### config.mk
export PLATFORM = sky130hd
export DESIGN_NAME = bfifo1_bypass
export DESIGN_NICKNAME = d
export VERILOG_FILES = /design/src/rtl/bfifo_pkg.sv /design/src/rtl/bfifo_ctrl.sv /design/src/rtl/bfifo_store.sv /design/src/rtl/bfifo_head_mux.sv /design/src/rtl/bfifo1_bypass.sv
export SDC_FILE = /design/constraint.sdc
export NUM_CORES = 1
export LEC_CHECK = 0
export ABC_AREA = 1
export BUFFER_PORTS_ARGS = -buffer_cell sky130_fd_sc_hd__buf_2
export CORE_AREA = 2 2 39 41
export DETAILED_ROUTE_END_ITERATION = 8
export DIE_AREA = 0 0 41 43
export GPL_ROUTABILITY_DRIVEN = 0
export SYNTH_ARGS = -nofsm -noshare
export SYNTH_HDL_FRONTEND = slang
export SYNTH_SLANG_ARGS = --single-unit
### constraint.sdc
create_clock -name clk -period 1.32 [get_ports clk]
set_input_delay 0.264 -clock clk [delete_from_list [all_inputs] [get_ports clk]]
set_output_delay 0.264 -clock clk [all_outputs]
set_load 0.03 [all_outputs]
### src/rtl/bfifo_pkg.sv
package bfifo_pkg;

  // Occupancy of the single slot.
  typedef enum logic {
    SLOT_EMPTY = 1'b0,
    SLOT_HELD  = 1'b1
  } slot_e;

  // Default data width for the queue.
  localparam int unsigned BF_DEF_W = 8;

endpackage

### src/rtl/bfifo_ctrl.sv
module bfifo_ctrl
  import bfifo_pkg::*;
(
  input  logic clk,
  input  logic rst_n,
  input  logic enq_en,
  input  logic deq_en,
  input  logic clear,
  output logic held,
  output logic enq_ready,
  output logic deq_ready,
  output logic enq_fire,
  output logic deq_fire
);

  slot_e state_q;
  slot_e state_d;

  // Request qualification, in logical order: insert, then removal.
  always_comb begin
    held      = (state_q == SLOT_HELD);
    enq_ready = !held;
    enq_fire  = enq_en && enq_ready;
    deq_ready = held || enq_fire;
    deq_fire  = deq_en && deq_ready;
  end

  // Next occupancy; a flush is applied last.
  always_comb begin
    state_d = state_q;
    if (held) begin
      if (deq_fire) state_d = SLOT_EMPTY;
    end else begin
      if (enq_fire && !deq_fire) state_d = SLOT_HELD;
    end
    if (clear) state_d = SLOT_EMPTY;
  end

  always_ff @(posedge clk or negedge rst_n) begin
    if (!rst_n) state_q <= SLOT_EMPTY;
    else        state_q <= state_d;
  end

endmodule

### src/rtl/bfifo_store.sv
module bfifo_store #(
  parameter int unsigned W = 8
) (
  input  logic         clk,
  input  logic         load,
  input  logic [W-1:0] din,
  output logic [W-1:0] dout
);

  logic [W-1:0] data_q;
  logic [W-1:0] data_d;

  // Clock enable written out: hold unless loading.
  always_comb begin
    data_d = data_q;
    if (load) data_d = din;
  end

  always_ff @(posedge clk) begin
    data_q <= data_d;
  end

  assign dout = data_q;

endmodule

### src/rtl/bfifo_head_mux.sv
module bfifo_head_mux #(
  parameter int unsigned W = 8
) (
  input  logic         use_stored,
  input  logic [W-1:0] stored,
  input  logic [W-1:0] incoming,
  output logic [W-1:0] head
);

  always_comb begin
    if (use_stored) head = stored;
    else            head = incoming;
  end

endmodule

### src/rtl/bfifo1_bypass.sv
module bfifo1_bypass #(
  parameter int unsigned W = bfifo_pkg::BF_DEF_W
) (
  input  logic         clk,
  input  logic         rst_n,
  input  logic         enq_en,
  input  logic [W-1:0] enq_data,
  output logic         enq_ready,
  input  logic         deq_en,
  output logic         deq_ready,
  output logic [W-1:0] first_data,
  input  logic         clear
);

  logic         held;
  logic         enq_fire;
  logic         deq_fire;
  logic         load;
  logic [W-1:0] stored;

  bfifo_ctrl u_ctrl (
    .clk       (clk),
    .rst_n     (rst_n),
    .enq_en    (enq_en),
    .deq_en    (deq_en),
    .clear     (clear),
    .held      (held),
    .enq_ready (enq_ready),
    .deq_ready (deq_ready),
    .enq_fire  (enq_fire),
    .deq_fire  (deq_fire)
  );

  // Only a word that is not consumed in passing is written.
  assign load = enq_fire && !deq_fire;

  bfifo_store #(.W(W)) u_store (
    .clk  (clk),
    .load (load),
    .din  (enq_data),
    .dout (stored)
  );

  bfifo_head_mux #(.W(W)) u_mux (
    .use_stored (held),
    .stored     (stored),
    .incoming   (enq_data),
    .head       (first_data)
  );

endmodule

==> metrics.md, run 1 <==
| Metric | Value |
|---|---|
| CTS tree | `built` |
| Worst setup margin | `-0.0730 ns` |
| Vias per cell | `4.26` |
| Count of vias placed by the detailed router | `379` |
| Category of cells accounting for the largest share of critical-path delay | `flip-flops` |
| Unrepaired setup endpoints after global routing | `true` |
| Initial drt markers | `4` |
| Worst stage delay on the critical path | `0.48 ns` |
| Register-to-register setup slack | `0.07 ns` |
| Final antenna-violating net count | `0` |
| Chain of cells forming the critical path | `buf_6, nand2_2, nand2_2, buf_6` |
| Clock transition time at the flip-flop clock pins of the worst setup and hold paths | `~0.06 ns` |
| Worst Setup End Kind | `primary output` |
| Max-cap violations | `0` |
| Setup crit start kind | `flip-flop` |
| Hold Path Stages | `1` |
| Post-synthesis average cell area | `between 9 and 10 sq um` |
| I/O Pins | `23` |
| Number of rows in the core area | `14` |
| First-pass GRT wire length | `1320 microns` |
| Highest net fanout along the worst path | `6` |
| Area Overhead vs Synth | `70.1%` |
| Min-delay src | `enq_data[4]` |
| Width of the chip | `~41 microns` |
| Share of layout cells above drive strength 1 | `69.9%` |
| Origin of the critical flop-to-flop path | `u_ctrl.held$_DFF_PN0_` |
| Power Total | `around 730 uW` |
| Critical path type | `reg2out` |
| Static leakage power | `~0.00034 uW` |
| Count of endpoints failing setup in the final report | `9` |
| Shortest clock period the worst path allows after layout | `about 1.4 ns` |
| Filler cell count | `121` |
| Unique masters post-synth | `8` |
| Crit share post-route | `106%` |
| Count of inserted antenna diode cells | `0` |
| Post-synthesis compound-gate area fraction | `0%` |
| Total Wirelength | `just over 900 microns` |
| Yosys warning total | `0` |
| Area fraction in and, or, nand and nor cells after synthesis | `between 20% and 30%` |
| Starting density of the core | `30.6%` |
| Outcome | `complete, but fails checks` |
| Cell area after technology mapping | `roughly 420 sq um` |
| Post-synthesis sequential area ratio | `62.7%` |
| Depth of the worst register-to-register path | `5` |
| Post-detailed-route wirelength per cell | `10.3 microns` |
| Clk buf depth | `2` |
| Critical path's slowest cell | `sky130_fd_sc_hd__dfrtp_2` |
| Global route overflow | `0` |
| Power density of the placed cells | `~1000 mW/mm^2` |
| Endpoint of the worst register-to-register path | `u_store.dout[4]$_DFFE_PP_` |
| Post-Syn Instances | `43` |
| Via count of the first global-routing pass | `306` |
| Largest net degree at the start of global routing | `11` |
| Number of buffers added by the clock tree synthesis step | `3` |
| Clock latency on the worst-skew pair | `around 0.26 ns` |
| Number of antenna violations at the first check in global routing | `0` |
| Slew Limit Headroom | `between 80% and 90%` |
| Post-synthesis sequential element count | `9` |
| Synth Area in Adders | `0%` |
| Worst hold path class | `in2reg` |
| Commonest non-fill, non-tap cells in the layout | `15 x sky130_fd_sc_hd__nand2_2, 13 x sky130_fd_sc_hd__buf_2, 10 x sky130_fd_sc_hd__buf_6` |
| Number of hold-slack violations in the final timing report | `0` |
| Highest clock frequency the design can meet | `718 MHz` |
| Syn nets | `56` |
| Peak ir drop on the vdd network | `around 0.63 mV` |
| Count of TritonRoute iterations in the first routing pass | `2` |
| Actual slew at the worst max-slew pin | `around 0.20 ns` |
| Multiplexer fraction of the synthesized cell area | `0%` |
| Clock sink count | `9` |
| Most common cell after layout, fill and taps aside | `sky130_fd_sc_hd__nand2_2` |
| Total Nets Final | `87` |
| Synth Area in XOR/XNOR | `0%` |
| Final Max Slew Viols | `0` |
| Detailed-placement wirelength estimate | `648 microns` |
| End point of the worst hold path | `u_store.dout[4]$_DFFE_PP_` |
| WP data arrival | `1.13 ns` |
| Die Footprint | `around 0.0018 sq mm` |
| Worst hold slack | `0.196 ns` |
| Dominant combinational cell family by area after synthesis | `simple AND/OR/NAND/NOR gates` |
| IO buf count | `22` |
| Start point of the critical path | `u_ctrl.held$_DFF_PN0_` |
| Combined buffer and inverter count along the critical path | `2` |
| Placeable core area | `0.00138 sq mm` |
| Data required time at the worst endpoint | `~1.1 ns` |
| Failing checks | `setup timing` |
| Worst clock skew | `0.00570 ns` |
| Number of levels the H-tree was split into | `1` |
| Root buffer cell | `sky130_fd_sc_hd__clkbuf_4` |
| Die outline height | `43 microns` |
| Drt drc | `0` |
| Overall track demand over capacity in global routing | `11.7%` |
| Final-layout setup total negative slack | `-0.446 ns` |
==> power by group <==
group / total (uW) / internal [uW] / switching [uW]
registers: 333 / 325 / 8.20
clock network: 207 / 116 / 90.7
logic: 189 / 83.5 / 106
total: 729 / 525 / 205
==> stage by stage <==
| step | instance area [sq um] | util, % | cells | setup WS, ns |
|---|---|---|---|---|
| after floorplan | 423 | - | 43 | 0.104 |
| after global placement | 557 | 40.2 | 82 | 0.0777 |
| after detailed placement | 557 | 40.2 | 82 | 0.0514 |
| after CTS | 696 | 50.3 | 89 | -0.0894 |
| after global routing | 719 | 52.0 | 89 | -0.130 |
| final | 719 | 52.0 | 89 | -0.0730 |
==> state kept, by name (all words and copies together), names as in the netlist <==
name          flops
u_ctrl.held       1
u_store.dout      8
==> cells in the mapped netlist <==
library cell	number	share of area, %
sky130_fd_sc_hd__buf_6	1	2.7
sky130_fd_sc_hd__edfxtp_1	8	57
sky130_fd_sc_hd__nand2_4	1	2.7
sky130_fd_sc_hd__inv_1	3	2.7
sky130_fd_sc_hd__inv_8	1	2.7
sky130_fd_sc_hd__nor2_2	3	4.4
sky130_fd_sc_hd__dfrtp_1	1	5.9
sky130_fd_sc_hd__nand2_1	25	22
==> worst register-to-register path: stages (launching register included) <==
cell,delay [ns]
sky130_fd_sc_hd__dfrtp_2,0.48
sky130_fd_sc_hd__inv_8,0.11
sky130_fd_sc_hd__buf_4,0.12
sky130_fd_sc_hd__nand2_4,0.05
sky130_fd_sc_hd__nor2_4,0.08
sky130_fd_sc_hd__buf_4,0.13
==> layer usage <==
metal / vias up / wire length [microns] / GRT usage [%]
met5: - / 0 / 0
met4: 0 / 9 / 8.00
met3: 2 / 70 / 4.71
met2: 18 / 445 / 14.7
met1: 162 / 395 / 15.9
li1: 197 / - / -
==> timing repair <==
action	CTS	global route
pin swaps	5	0
endpoints found under the setup margin	10	14
hold buffers	1	0
hold endpoints to repair	1	0
gates resized for setup	32	8
buffers inserted	2	0
==> area by class of cell <==
type | instances | area, sq um | area share [%]
clock buffers | 4 | 26.3 | 3.65
inverters | 4 | 22.5 | 3.13
multi-input cells | 29 | 174 | 24.2
flip-flops and latches | 9 | 267 | 37.0
well taps | 16 | 20.0 | 2.78
repair buffers | 27 | 210 | 29.2
==> how the worst max path moves through the flow <==
stage / endpoint / slack, ns / cells after the start
floorplan: u_store.dout[0]$_DFFE_PP_ / 0.10 / 4
global placement: u_store.dout[6]$_DFFE_PP_ / 0.08 / 4
detailed placement: u_store.dout[6]$_DFFE_PP_ / 0.05 / 4
CTS: first_data[7] / -0.09 / 4
global route: first_data[2] / -0.13 / 4
finish: first_data[6] / -0.07 / 4
==> cell families (layout without fill, tap and decap cells) <==
group / count (synthesis) / count (layout)
AND/OR/NAND/NOR: 29 / 29
flip-flops: 9 / 9
buffers and inverters: 5 / 35
No activity file was read; power rests on OpenSTA's default activity.
==> run 2: changes to the inputs <==
MAX_ROUTING_LAYER = met4   (was default)
==> run 2 against run 1 <==
Compared with the run above:
- the run still ends with setup timing left
- worst hold slack barely moved
- cell count did not move
- routed wire length rose by 0.22%
- non-clock buffer count did not move
- final area did not move
- maximum frequency barely moved
- clock-buffer cell count did not move
- combinational power barely moved
- register-to-register slack barely moved
- first-iteration DRC count did not move
==> metrics.md, run 2 (same netlist as run 1, synthesis figures left out) <==
| Metric | Value |
|---|---|
| Worst clock skew | `0.00570 ns (+0.0000000300 ns)` |
| Max-cap violations | `0 (unchanged)` |
| Total Nets Final | `87 (unchanged)` |
| I/O Pins | `23 (unchanged)` |
| Initial drt markers | `4 (unchanged)` |
| Min-delay src | `enq_data[4]` |
| CTS tree | `built` |
| Start point of the critical path | `u_ctrl.held$_DFF_PN0_` |
| Final Max Slew Viols | `0 (unchanged)` |
| Critical path's slowest cell | `sky130_fd_sc_hd__dfrtp_2` |
| Overall track demand over capacity in global routing | `12.0% (+0.29 points)` |
| Vias per cell | `4.28 (+0.53%)` |
| Max FFs per register | `8 (unchanged)` |
| Number of rows in the core area | `14 (unchanged)` |
| Outcome | `complete, but fails checks` |
| Actual slew at the worst max-slew pin | `0.195 ns (unchanged)` |
| Post-layout instance area | `719 sq um (unchanged)` |
| Data required time at the worst endpoint | `1.06 ns (about the same)` |
| Slew Limit Headroom | `87.0% (unchanged)` |
| Combined buffer and inverter count along the critical path | `2 (unchanged)` |
| Post-detailed-route wirelength per cell | `10.4 microns (+0.22%)` |
| Count of inserted antenna diode cells | `0 (unchanged)` |
| Count of TritonRoute iterations in the first routing pass | `2 (unchanged)` |
| Origin of the critical flop-to-flop path | `u_ctrl.held$_DFF_PN0_` |
| Highest clock frequency the design can meet | `718 MHz (about the same)` |
| Number of buffers added by the clock tree synthesis step | `3 (unchanged)` |
| Setup crit start kind | `flip-flop` |
| Clk buf depth | `2 (unchanged)` |
| Commonest non-fill, non-tap cells in the layout | `15 x sky130_fd_sc_hd__nand2_2, 13 x sky130_fd_sc_hd__buf_2, 10 x sky130_fd_sc_hd__buf_6` |
| Area Overhead vs Synth | `70.1% (unchanged)` |
| First-pass GRT wire length | `1320 microns (unchanged)` |
| Placeable core area | `0.00138 sq mm (unchanged)` |
| Clock transition time at the flip-flop clock pins of the worst setup and hold paths | `0.06 ns (about the same)` |
| Starting density of the core | `30.6% (unchanged)` |
| Critical path type | `reg2out` |
| Die Footprint | `0.00176 sq mm (unchanged)` |
| Worst stage delay on the critical path | `0.48 ns (about the same)` |
| Total placed instance area | `557 sq um (unchanged)` |
| Category of cells accounting for the largest share of critical-path delay | `flip-flops` |
| Total Wirelength | `922 microns (+0.22%)` |
| Largest net degree at the start of global routing | `11 (unchanged)` |
| Power density of the placed cells | `1010 mW/mm^2 (about the same)` |
| Clock sink count | `9 (unchanged)` |
| Shortest clock period the worst path allows after layout | `1.39 ns (+0.0000312 ns)` |
| Number of hold-slack violations in the final timing report | `0 (unchanged)` |
| Most common cell after layout, fill and taps aside | `sky130_fd_sc_hd__nand2_2` |
| Power Total | `729 uW (about the same)` |
| Highest net fanout along the worst path | `6 (unchanged)` |
| Die outline height | `43 microns (unchanged)` |
| Count of vias placed by the detailed router | `381 (+0.53%)` |
| Detailed-placement wirelength estimate | `648 microns (unchanged)` |
| Width of the chip | `41 microns (unchanged)` |
| Unrepaired setup endpoints after global routing | `true` |
| Via count of the first global-routing pass | `306 (unchanged)` |
| Number of levels the H-tree was split into | `1 (unchanged)` |
| Crit share post-route | `106% (about the same)` |
| Global route overflow | `0 (unchanged)` |
| Worst setup margin | `-0.0730 ns (-0.0000312 ns)` |
| Clock latency on the worst-skew pair | `0.26 ns (about the same)` |
| Root buffer cell | `sky130_fd_sc_hd__clkbuf_4` |
| Final antenna-violating net count | `0 (unchanged)` |
| Chain of cells forming the critical path | `buf_6, nand2_2, nand2_2, buf_6` |
| WP data arrival | `1.13 ns (about the same)` |
| Failing checks | `setup timing` |
| Count of endpoints failing setup in the final report | `9 (unchanged)` |
| IO buf count | `22 (unchanged)` |
| Filler cell count | `121 (unchanged)` |
| Worst Setup End Kind | `primary output` |
| Static leakage power | `0.000344 uW (unchanged)` |
| Share of layout cells above drive strength 1 | `69.9% (unchanged)` |
| Number of antenna violations at the first check in global routing | `0 (unchanged)` |
| Drt drc | `0 (unchanged)` |
| Worst hold path class | `in2reg` |
| Peak ir drop on the vdd network | `0.629 mV (about the same)` |
-- run 2: cell counts in the layout (fill, tap and decap cells not counted) --
Identical to the previous run, type by type.
-- run 2: per-layer routing --
layer,vias up,global-route usage [%],share of wire [%]
met2,20,14.7,48
li1,197,-,-
met4,0,8.00,0.87
met5,-,-,0
met3,2,4.71,7.9
met1,162,15.9,43
-- run 2: per-stage QoR --
step / TNS [ns] / utilization, % / setup WS, ns / std cells / hold WS, ns
2_1_floorplan: 0 / - / 0.104 / 43 / -0.0316
3_3_place_gp: 0 / 40.2 / 0.0777 / 82 / 0.0427
3_5_place_dp: 0 / 40.2 / 0.0514 / 82 / 0.0422
4_1_cts: -0.610 / 50.3 / -0.0894 / 89 / 0.185
5_1_grt: -0.989 / 52.0 / -0.130 / 89 / 0.178
6_report: -0.447 / 52.0 / -0.0730 / 89 / 0.196
-- run 2: worst paths after layout --
check	end	slack [ns]	cells past startpoint
min in group asynchronous	u_ctrl.held$_DFF_PN0_	0.31	2
worst max-delay path	first_data[6]	-0.07	4
max in group asynchronous	u_ctrl.held$_DFF_PN0_	0.91	2
worst min-delay path	u_store.dout[4]$_DFFE_PP_	0.20	1
worst max register to register	u_store.dout[4]$_DFFE_PP_	0.07	5
worst min register to register	u_ctrl.held$_DFF_PN0_	0.67	2
-- run 2: worst reg2reg max path, stage by stage, from the launching register on --
cell,delay [ns]
sky130_fd_sc_hd__dfrtp_2,0.48
sky130_fd_sc_hd__inv_8,0.11
sky130_fd_sc_hd__buf_4,0.12
sky130_fd_sc_hd__nand2_4,0.05
sky130_fd_sc_hd__nor2_4,0.08
sky130_fd_sc_hd__buf_4,0.13
-- run 2: area by class of cell --
cell class,count,area [sq um],share of cell area [%]
Clock buffer,4,26.3,3.65
Inverter,4,22.5,3.13
Timing Repair Buffer,27,210,29.2
Tap cell,16,20.0,2.78
Sequential cell,9,267,37.0
Multi-Input combinational cell,29,174,24.2
-- run 2: power by group --
| part | switching (uW) | internal [uW] | total (uW) |
|---|---|---|---|
| registers | 8.20 | 325 | 333 |
| clock network | 90.7 | 116 | 207 |
| logic | 106 | 83.5 | 189 |
| total | 205 | 525 | 729 |
-- run 2: repair_timing --
item,CTS,global route
hold buffers,1,0
pin swaps,5,0
setup endpoints to repair,10,14
gates cloned,0,0
buffers inserted,2,0
gates resized for setup,32,8
hold endpoints to repair,1,0
==> run 3: changes to the inputs <==
==> constraint.sdc (replaced) <==
create_clock -name clk -period 1.32 [get_ports clk]
set_input_delay 0 -clock clk [delete_from_list [all_inputs] [get_ports clk]]
set_output_delay 0 -clock clk [all_outputs]
set_load 0.03 [all_outputs]
==> run 3 against run 2 <==
Compared with the run above:
- sequential power hardly changed
- critical endpoint is now deq_ready
- worst setup slack better by 0.15 ns
- worst hold slack worse by 0.16 ns
- the flow now finishes without violations
==> metrics.md, run 3 (same netlist as run 1, synthesis figures left out) <==
| Metric | Value |
|---|---|
| Outcome | `complete, no violations` |
| Final-layout setup total negative slack | `0 ns (+0.447 ns)` |
| Post-detailed-route wirelength per cell | `10.1 microns (-2.9%)` |
| Max FFs per register | `8 (unchanged)` |
| Part of the power in combinational logic | `23.0% (-3.0 points)` |
| Max-cap violations | `0 (unchanged)` |
| Slew Limit Headroom | `73.7% (-13 points)` |
| Count of TritonRoute iterations in the first routing pass | `4 (+2)` |
| Root buffer cell | `sky130_fd_sc_hd__clkbuf_4` |
| Count of endpoints failing setup in the final report | `0 (-9)` |
| Count of inserted antenna diode cells | `0 (unchanged)` |
| Core utilization of the finished layout | `49.6% (-2.4 points)` |
| Clock transition time at the flip-flop clock pins of the worst setup and hold paths | `0.06 ns (about the same)` |
| Initial drt markers | `4 (unchanged)` |
| Worst Setup End Kind | `primary output` |
| I/O Pins | `23 (unchanged)` |
| Clock sink count | `9 (unchanged)` |
| Total internal power | `505 uW (-3.7%)` |
| Seq pwr share | `47.5% (+1.8 points)` |
| Vias per cell | `4.28 (about the same)` |
| Static leakage power | `0.000340 uW (-1.4%)` |
| Count of vias placed by the detailed router | `411 (+7.9%)` |
| Via count of the first global-routing pass | `358 (+17%)` |
| Width of the chip | `41 microns (unchanged)` |
| Unrepaired setup endpoints after global routing | `false` |
| Drt drc | `0 (unchanged)` |
| Net Sw Frac | `27.2% (-0.82 points)` |
| Commonest non-fill, non-tap cells in the layout | `25 x sky130_fd_sc_hd__nand2_1, 22 x sky130_fd_sc_hd__buf_2, 11 x sky130_fd_sc_hd__dlygate4sd3_1` |
| Number of hold-slack violations in the final timing report | `0 (unchanged)` |
| Die Footprint | `0.00176 sq mm (unchanged)` |
| CTS tree | `built` |
| Largest net degree at the start of global routing | `11 (unchanged)` |
| Clock latency on the worst-skew pair | `0.25 ns (about the same)` |
| Clk buf depth | `2 (unchanged)` |
| Total Nets Final | `94 (+8.0%)` |
| First-pass GRT wire length | `1370 microns (+3.7%)` |
| Final antenna-violating net count | `0 (unchanged)` |
| Highest clock frequency the design can meet | `806 MHz (+12%)` |
| Global route overflow | `0 (unchanged)` |
| WP data arrival | `1.24 ns (+0.11 ns)` |
| Highest net fanout along the worst path | `9 (+3)` |
| Starting density of the core | `30.6% (unchanged)` |
| Crit share post-route | `94.0% (-12 points)` |
| Power density of the placed cells | `1010 mW/mm^2 (-0.25%)` |
| Actual slew at the worst max-slew pin | `0.394 ns (+0.199 ns)` |
| Final Max Slew Viols | `0 (unchanged)` |
| Share of layout cells above drive strength 1 | `40.0% (-30 points)` |
| Critical path type | `reg2out` |
| Clk pwr share | `29.5% (+1.1 points)` |
| Number of buffers added by the clock tree synthesis step | `3 (unchanged)` |
| Overall track demand over capacity in global routing | `12.5% (+0.51 points)` |
| Number of levels the H-tree was split into | `1 (unchanged)` |
| Total Wirelength | `966 microns (+4.8%)` |
| Data required time at the worst endpoint | `1.32 ns (+0.26 ns)` |
| Post-CTS setup buffers | `0 (-2)` |
| Shortest clock period the worst path allows after layout | `1.24 ns (-0.152 ns)` |
| Worst hold path class | `in2reg` |
| Placeable core area | `0.00138 sq mm (unchanged)` |
| IO buf count | `22 (unchanged)` |
| Detailed-placement wirelength estimate | `606 microns (-6.4%)` |
| Area Overhead vs Synth | `62.4%` |
| Peak ir drop on the vdd network | `0.435 mV (-31%)` |
| Number of antenna violations at the first check in global routing | `0 (unchanged)` |
| Net Switching | `189 uW (-7.6%)` |
| Most common cell after layout, fill and taps aside | `sky130_fd_sc_hd__nand2_1` |
| Number of rows in the core area | `14 (unchanged)` |
| Setup crit start kind | `flip-flop` |
| Die outline height | `43 microns (unchanged)` |
| Worst clock skew | `0.00462 ns (-0.00108 ns)` |
run 3: timing repair:
action / CTS / global route
hold endpoints to repair: 10 / 0
gates resized for setup: 0 / 1
hold buffers: 11 / 0
endpoints found under the setup margin: 0 / 1
run 3: layout make-up:
cell class / instances / area, sq um
fill: 151 / 697
multi-input combinational: 29 / 124
inverter: 4 / 22.5
clock buffer: 4 / 26.3
timing repair buffer: 34 / 228
tap: 16 / 20.0
sequential: 9 / 267
run 3: routing by layer:
layer  part of all wire, %  GRT usage, %  wire length [microns]  up-vias
met5                     0             -                      0        -
li1                      -             -                      -      208
met2                    49          18.4                    477       16
met4                   3.7          12.0                     36        0
met3                   5.4          1.57                     52        4
met1                    41          13.5                    400      183
run 3: critical path, cell delays in order, from the launching register on:
cell                      delay (ns)
sky130_fd_sc_hd__dfrtp_2        0.44
sky130_fd_sc_hd__buf_4          0.18
sky130_fd_sc_hd__nor2_2         0.14
sky130_fd_sc_hd__inv_1          0.05
sky130_fd_sc_hd__buf_2          0.17
run 3: power by group through the flow:
stage / Sequential, uW / Combinational (uW) / Clock [uW]
floorplan: 333 / 89.0 / 0
global route: 330 / 174 / 232
CTS: 330 / 160 / 217
finish: 330 / 160 / 205
detailed placement: 335 / 135 / 0
global placement: 335 / 134 / 0
run 3: final timing paths:
kind	start	slack [ns]	to	cells past startpoint
max	u_ctrl.held$_DFF_PN0_	0.08	deq_ready	4
min reg2reg	u_ctrl.held$_DFF_PN0_	0.78	u_store.dout[3]$_DFFE_PP_	3
max in group asynchronous	rst_n	1.18	u_ctrl.held$_DFF_PN0_	2
min in group asynchronous	rst_n	0.04	u_ctrl.held$_DFF_PN0_	2
min	enq_en	0.03	u_ctrl.held$_DFF_PN0_	3
max reg2reg	u_ctrl.held$_DFF_PN0_	0.08	u_store.dout[4]$_DFFE_PP_	3
run 3: stage by stage:
stage          std cells  total power, uW  hold WS [ns]  worst slack (ns)  cell area (sq um)
3_5_place_dp          81              471        -0.221            0.0778                549
6_report              96              695        0.0320            0.0791                687
4_1_cts               96              707        0.0297            0.0522                686
5_1_grt               96              737        0.0378           0.00948                687
3_3_place_gp          81              469        -0.221            0.0999                549
2_1_floorplan         43              422        -0.296             0.104                423
